`config.mk`:
```
export PLATFORM = sky130hd
export DESIGN_NAME = flash_sr_guard
export DESIGN_NICKNAME = d
export VERILOG_FILES = /design/src/rtl/flash_sr_guard.sv
export SDC_FILE = /design/constraint.sdc
export NUM_CORES = 1
export LEC_CHECK = 0
export CAP_MARGIN = 25
export CELL_PAD_IN_SITES_DETAIL_PLACEMENT = 2
export CELL_PAD_IN_SITES_GLOBAL_PLACEMENT = 2
export CORE_MARGIN = 4
export CORE_UTILIZATION = 11
export DETAILED_ROUTE_END_ITERATION = 6
export PLACE_DENSITY_LB_ADDON = 0.1
export SYNTH_ARGS = -nofsm -noshare
export SYNTH_HDL_FRONTEND = slang
export SYNTH_SLANG_ARGS = --single-unit
```
`constraint.sdc`:
```
create_clock -name clk -period 5.9 [get_ports clk]
set_input_delay 1.18 -clock clk [delete_from_list [all_inputs] [get_ports clk]]
set_output_delay 1.18 -clock clk [all_outputs]
set_load 0.01 [all_outputs]
```
`src/rtl/flash_sr_guard.sv`:
```
module flash_sr_guard #(
  parameter int ADDR_W    = 24,
  parameter int MEM_BYTES = 65536
) (
  input  logic              clk,
  input  logic              rst_n,
  input  logic [5:0]        cmd_req,
  input  logic [ADDR_W-1:0] cmd_addr,
  input  logic [7:0]        sr_wdata,
  input  logic              wp_n,
  input  logic              eng_busy,
  input  logic              eng_done,
  output logic [5:0]        cmd_ok,
  output logic [5:0]        cmd_nak,
  output logic [7:0]        sr_rdata
);
  localparam int C_WEN = 0, C_WDIS = 1, C_WSR = 2, C_PROG = 3, C_SERA = 4, C_CERA = 5;
  localparam logic [ADDR_W:0] ADDR_LIMIT = (ADDR_W+1)'(MEM_BYTES);

  logic       lock_bit, wel, active;
  logic [1:0] prot;

  logic busy, go, hw_lock, arr_open, addr_in;
  logic unused_wbits;

  assign busy         = active | eng_busy;
  assign go           = $onehot(cmd_req) & ~busy;
  assign hw_lock      = lock_bit & ~wp_n;
  assign arr_open     = (prot == 2'b00);
  assign addr_in      = {1'b0, cmd_addr} < ADDR_LIMIT;
  assign unused_wbits = ^{sr_wdata[6:4], sr_wdata[1:0]};

  assign cmd_ok[C_WEN]  = go & cmd_req[C_WEN];
  assign cmd_ok[C_WDIS] = go & cmd_req[C_WDIS];
  assign cmd_ok[C_WSR]  = go & cmd_req[C_WSR]  & wel & ~hw_lock;
  assign cmd_ok[C_PROG] = go & cmd_req[C_PROG] & wel & arr_open & addr_in;
  assign cmd_ok[C_SERA] = go & cmd_req[C_SERA] & wel & arr_open & addr_in;
  assign cmd_ok[C_CERA] = go & cmd_req[C_CERA] & wel & arr_open;
  assign cmd_nak        = cmd_req & ~cmd_ok;

  assign sr_rdata = {lock_bit, 3'b000, prot, wel, busy};

  always_ff @(posedge clk or negedge rst_n) begin
    if (!rst_n) begin
      lock_bit <= 1'b0;
      prot     <= 2'b00;
      wel      <= 1'b0;
      active   <= 1'b0;
    end else begin
      if (eng_done && active) begin
        active <= 1'b0;
        wel    <= 1'b0;
      end
      if (cmd_ok[C_WEN])  wel <= 1'b1;
      if (cmd_ok[C_WDIS]) wel <= 1'b0;
      if (cmd_ok[C_WSR]) begin
        lock_bit <= sr_wdata[7];
        prot     <= sr_wdata[3:2];
      end
      if (|cmd_ok[5:2]) active <= 1'b1;
    end
  end

  p_reset_clear_r1: assert property (@(posedge clk) $rose(rst_n) |-> (sr_rdata[7:1] == 7'd0));
  p_zero_bits_r2: assert property (@(posedge clk) disable iff (!rst_n) sr_rdata[6:4] == 3'b000);
  p_nonwrite_keeps_r2: assert property (@(posedge clk) disable iff (!rst_n)
    !cmd_ok[C_WSR] |=> $stable({sr_rdata[7], sr_rdata[3:2]}));
  p_need_wel_r3: assert property (@(posedge clk) disable iff (!rst_n)
    (|cmd_ok[5:2]) |-> sr_rdata[1]);
  p_reject_keeps_wel_r3: assert property (@(posedge clk) disable iff (!rst_n)
    ((|cmd_nak) && !(eng_done && active)) |=> $stable(wel));
  p_done_clears_r4: assert property (@(posedge clk) disable iff (!rst_n)
    (eng_done && active) |=> !sr_rdata[1]);
  p_hw_lock_r5: assert property (@(posedge clk) disable iff (!rst_n)
    (sr_rdata[7] && !wp_n) |-> !cmd_ok[C_WSR]);
  p_array_prot_r7: assert property (@(posedge clk) disable iff (!rst_n)
    (sr_rdata[3:2] != 2'b00) |-> !(cmd_ok[C_PROG] || cmd_ok[C_SERA] || cmd_ok[C_CERA]));
  p_busy_blocks_r9: assert property (@(posedge clk) disable iff (!rst_n)
    sr_rdata[0] |-> (cmd_ok == 6'd0));
  p_start_busy_r9: assert property (@(posedge clk) disable iff (!rst_n)
    (|cmd_ok[5:2]) |=> sr_rdata[0]);
  p_single_r11: assert property (@(posedge clk) disable iff (!rst_n)
    ($countones(cmd_req) > 1) |-> (cmd_ok == 6'd0));
  p_flags_r12: assert property (@(posedge clk) disable iff (!rst_n)
    ((cmd_ok & cmd_nak) == 6'd0) && ((cmd_ok | cmd_nak) == cmd_req));
endmodule

```
==> results.cfg, run 1 <==
[run_status]
outcome = finished clean

[logic_synthesis]
synth_top_area_share_pct = 25.3
ys_ff_latch = 5
yosysWarnings = 0
synth_top_family_by_area = simple AND/OR/NAND/NOR gates
ys_types = 23
synth-compound-area-share_pct = 5.57
ys_seq_area_share_pct = 25.3
synth-xor-area-share_pct = 0
yosysTopAreaCell = dfrtp_1
muxShareOfSynthArea_pct = 6.84
syn_avg_cell_area_um2 = 8.83
yosys.area_share.simple_pct = 30.9
synth_cells = 56
yosys-top-cells-area = dfrtp_1 25%, fa_1 12%, buf_4 9.1%
syn_area_um2 = 494
synthAdderAreaFrac_pct = 14.7

[timing]
setup_violations = 0
finalCritPeriodShare_pct = 94.8
fin_crit_ns = 5.59
rsz0062_at_grt = no
fmax_ghz = 0.179
maxSlewViolCount = 0
setup_tns_ns = 0
clock_skew_ns = 0.00407
hold_viol = 0

[floorplan]
dieArea_um2 = 5630
num_rows = 24
die_y_um = 75.0
die_width_um = 75.0
start_util_pct = 11.4
core-area_um2 = 4350
boundaryPins = 63

[final_layout]
design_area_um2 = 1010
drive_above_1_share_pct = 29.8
fin_nets = 152
num_antenna_cells = 0
area_delta_synth_final_pct = 105
postLayoutCoreUtil_pct = 23.3
final_cell_count_no_fill = 156

[routing]
drtPass1Iterations = 2
drc = 0
wl_um = 1890
wire_per_inst_um = 12.1
dr_total_vias = 560
avgViaCountPerCell = 3.59
initialDrtViolationCount = 11
ant_nets = 0

[grt]
grt_util_met2_pct = 11.7
grt_usage_pct = 7.09
antenna_found_initial = 0
grt_max_degree = 6
grt_pass1_vias = 628
grt_use_met1_pct = 8.31
grt_overflow = 0
grt_busiest_layer = met2
gr-usage-met3_pct = 2.14
grt_pass1_wl_um = 2890

[clock_network]
path_clk_slew_ns = 0.04
clockRootBuffer = clkbuf_8
cts_buffers = 3
clock-sinks = 5
tritoncts = built
holdBufCountCts = 0
worstSkewPairLatency_ns = 0.22
cts_max_path_buffers = 2
htreeDepth = 1

[placed_design]
io_buffers = 38
dp_cells = 151
place_area_um2 = 970
place.gp.congestion = 0.617
dp_hpwl_um = 1760

[min_path]
min_from = lock_bit
hold_class = flip-flop to flip-flop
min_path_cells = 1

[worst_setup_path]
cp.required_ns = 4.72
critPathMostFrequentCell = fa_1
crit_path_start = cmd_req[3]
critPathKind = input port to output pin
worstReg2RegStart = active
cp_slowest_cell = or4b_4
crit_arrival_ns = 4.41
cp-start-kind = input port
end_kind = output pin
reg2reg_depth = 4
max_stage_delay_ns = 0.59
crit_chain = dlygate4sd2_1 -> inv_2 -> fa_1 -> fa_1 -> inv_1 -> ha_2 -> fa_1 -> or4b_4 -> buf_6 -> nor2_4 -> and4_4 -> buf_6 -> nor2_1 -> buf_2
worstPathMaxFanout = 3

[pwr]
cellPowerDensity_nw_per_um2 = 232
ir_worst_vdd_mv = 0.0684
leakage_nw = 0.492

[run]
maxCapViolCount = 0
-- power by group --
part           switching (mW)  leakage, nW  internal, mW
logic                  0.0488        0.404        0.0657
clock network          0.0170       0.0228        0.0464
registers              0.0115       0.0654        0.0462
total                  0.0773        0.492         0.158
-- cells in the final DEF, fill, tap and decap left out, types with 2 or more instances in the layout --
cell,synthesis,routed
conb_1,1,3
dlygate4sd2_1,0,8
dlymetal6s2s_1,0,2
buf_6,0,2
nand2_1,4,4
nor2_1,5,5
clkdlybuf4s50_1,0,23
and2_1,2,2
buf_4,6,8
mux2_2,3,3
buf_2,0,4
fa_1,3,3
nor3_1,3,2
dfrtp_1,5,5
a21oi_1,2,2
nor4_1,2,2
inv_1,9,6
clkbuf_8,0,3
inv_2,0,3
-- what timing repair did --
item / in CTS / in global routing
pin swaps: 2 / 3
setup endpoints to repair: 12 / 5
resized for setup: 28 / 8
buffers inserted: 1 / 0
gates cloned: 0 / 0
-- metrics by stage --
step           total power, mW  worst slack (ns)  hold WS [ns]
6_report                 0.236             0.306         0.550
5_1_grt                  0.256             0.151         0.568
4_1_cts                  0.243            0.0127         0.562
3_5_place_dp             0.176            -0.281         0.555
3_3_place_gp             0.174            -0.238         0.531
2_1_floorplan            0.116             0.728         0.505
-- flip-flops by register name (all words and copies together), names as in the netlist --
name,cells
lock_bit,1
wel,1
prot,2
active,1
-- cell usage after synthesis --
cell type and n:
a21oi_1 2, a221o_1 1, and2_1 2, and2b_2 1
and4_1 1, buf_4 6, conb_1 1, dfrtp_1 5
fa_1 3, ha_1 1, inv_1 9, mux2_2 3
nand2_1 4, nor2_1 5, nor2_4 1, nor2b_1 1
nor3_1 3, nor3_4 1, nor3b_1 1, nor4_1 2
o211ai_1 1, or2_2 1, or4b_4 1
-- path summary, 6_finish.rpt --
| kind | slack (ns) | endpoint |
|---|---|---|
| worst max register to register | 4.16 | prot[1] |
| worst max-delay path | 0.31 | cmd_nak[4] |
| worst min-delay path | 0.55 | lock_bit |
| worst min register to register | 0.55 | lock_bit |
| max in group asynchronous | 4.52 | prot[0] |
| min in group asynchronous | 1.18 | lock_bit |
-- final cells by class --
class                   count  area, µm²
well taps                  52       65.1
clock buffers               4       45.0
fillers                   487       3340
inverters                   9       33.8
multi-input cells          38        308
flip-flops and latches      5        125
repair buffers             48        438
-- routing by layer --
layer | vias to the layer above | share of wire (%)
met5 | - | 0
met4 | 0 | 1.5
met3 | 5 | 7.0
met2 | 22 | 53
met1 | 261 | 38
li1 | 272 | -
-- worst max-delay path: cells and delay by family --
| kind | cells | cell delay (ns) |
|---|---|---|
| fa+ha+maj | 4 | 1.54 |
| simple gates | 4 | 0.93 |
| buf+inv | 6 | 0.75 |
-- logic make-up (layout without fill, tap and decap cells) --
group                      after synthesis  after routing
adders and majority gates                4              4
AOI/OAI and AO/OA                        4              4
buffers and inverters                   15             61
DFF                                      5              5
muxes                                    3              3
other                                    1              3
and+or+nand+nor                         24             24
Note: power is estimated with default switching activity, not from simulation.
==> run 2: changes to the inputs <==
--- a/config.mk
+++ b/config.mk
@@ -9,7 +9,7 @@
 export CELL_PAD_IN_SITES_DETAIL_PLACEMENT = 2
 export CELL_PAD_IN_SITES_GLOBAL_PLACEMENT = 2
 export CORE_MARGIN = 4
-export CORE_UTILIZATION = 11
+export CORE_UTILIZATION = 12
 export DETAILED_ROUTE_END_ITERATION = 6
 export PLACE_DENSITY_LB_ADDON = 0.1
 export SYNTH_ARGS = -nofsm -noshare
==> constraint.sdc (replaced) <==
create_clock -name clk -period 7.1 [get_ports clk]
set_input_delay 1.42 -clock clk [delete_from_list [all_inputs] [get_ports clk]]
set_output_delay 1.42 -clock clk [all_outputs]
set_load 0.01 [all_outputs]
==> results.cfg, run 2 (synthesis gave the netlist of run 1 again) <==
[run_status]
outcome = finished clean

[placed_design]
place_area_um2 = 907
place.gp.congestion = 0.593
io_buffers = 38
dp_cells = 141
dp_hpwl_um = 1640

[final_layout]
fin_nets = 143
area_delta_synth_final_pct = 92.7
final_cell_count_no_fill = 145
n_fill_cell = 460
multi_input_area_um2 = 298
mostFrequentLayoutCell = clkdlybuf4s50_1
num_antenna_cells = 0
largest_reg_flops = 2
regArea_um2 = 125
design_area_um2 = 952
layout_common_cells = 38 x clkdlybuf4s50_1, 9 x inv_1, 5 x nor2_1, 5 x dfrtp_1, 4 x nand2_1
postLayoutCoreUtil_pct = 23.8
largest-register = prot
drive_above_1_share_pct = 12.6

[floorplan]
die_y_um = 72.2
dieArea_um2 = 5210
boundaryPins = 63
num_rows = 23
die_width_um = 72.2
start_util_pct = 12.4
core-area_um2 = 4000

[worst_setup_path]
critPathMostFrequentCell = fa_1
max_stage_delay_ns = 0.61
cp.required_ns = 5.68
critPathKind = input port to output pin
crit_chain = clkdlybuf4s50_1 -> inv_1 -> fa_1 -> fa_1 -> inv_1 -> ha_1 -> fa_1 -> or4b_4 -> nor2_4 -> and4_1 -> and2_1 -> clkdlybuf4s50_1
cp-start-kind = input port
cp_slowest_cell = or4b_4
worstPathMaxFanout = 5
end_kind = output pin
crit_arrival_ns = 5.28

[timing]
finalCritPeriodShare_pct = 94.4
rsz0062_at_grt = no
setup_tns_ns = 0
fmax_ghz = 0.149
setup_violations = 0
clock_skew_ns = 0.00401
fin_crit_ns = 6.70
hold_viol = 0
maxSlewViolCount = 0

[clock_network]
worstSkewPairLatency_ns = 0.22
clock-sinks = 5
cts_buffers = 3
cts_max_path_buffers = 2
cts_resized = 0
cts_setup_buffers = 0
holdBufCountCts = 0
path_clk_slew_ns = 0.04
htreeDepth = 1
tritoncts = built
clockRootBuffer = clkbuf_8

[grt]
grt_max_degree = 6
grt_overflow = 0
antenna_found_initial = 0
grt_usage_pct = 7.42
grt_pass1_vias = 579
grt_pass1_wl_um = 2930

[routing]
wl_um = 1830
ant_nets = 0
wire_per_inst_um = 12.6
initialDrtViolationCount = 1
drtPass1Iterations = 4
drc = 0
dr_total_vias = 515
avgViaCountPerCell = 3.55

[pwr]
ir_worst_vdd_mv = 0.126
cellPowerDensity_nw_per_um2 = 201
p_total_uw = 191
leakage_nw = 0.400

[min_path]
hold_class = flip-flop to flip-flop

[run]
maxCapViolCount = 0
==> run 2: changes by cell type in the layout (fill, tap and decap cells not counted), moves of 3 or more <==
| cell | change |
|---|---|
| buf_4 | -7 |
| inv_1 | +3 |
| dlygate4sd2_1 | -8 |
| buf_2 | -4 |
| inv_2 | -3 |
| clkdlybuf4s50_1 | +15 |
==> run 2: through the flow <==
step / worst slack (ns) / hold slack [ns]
finish: 0.398 / 0.543
global route: 0.224 / 0.560
CTS: 0.340 / 0.546
detailed placement: 0.339 / 0.538
global placement: 0.375 / 0.522
floorplan: 1.45 / 0.505
==> run 2: worst paths after layout <==
path                            start        end  slack [ns]  depth (start not counted)
setup / recovery           cmd_req[0]  cmd_ok[3]        0.40                         12
hold / removal               lock_bit   lock_bit        0.54                          1
setup reg to reg               active    prot[1]        5.36                          3
hold reg to reg              lock_bit   lock_bit        0.54                          1
max in group asynchronous       rst_n    prot[1]        5.47                          1
min in group asynchronous       rst_n   lock_bit        1.43                          1
==> run 2: routing by layer <==
metal  wire [µm]  share of wire [%]  GRT usage (%)  up-vias
li1            -                  -              -      251
met1         767                 42           8.92      246
met2         944                 52           12.5       18
met3         120                6.5           3.05        0
met4           0                  0           1.25        0
met5           0                  0              0        -
==> run 2: power by group <==
group,internal (mW),switching [mW],total (mW)
Clock,0.0386,0.0146,0.0533
Combinational,0.0519,0.0386,0.0906
Sequential,0.0384,0.00914,0.0475
==> run 2: cell type report <==
type / count / area share [%]
sequential: 5 / 13.1
tap: 50 / 6.57
multi-input combinational: 38 / 31.3
inverter: 9 / 3.55
clock buffer: 4 / 4.73
timing repair buffer: 39 / 40.7
==> run 2: worst max-delay path, delay by kind of cell <==
kind / cells / cell delay (ns)
buffers and inverters: 4 / 1.12
adders and majority gates: 4 / 1.61
and+or+nand+nor: 4 / 1.13
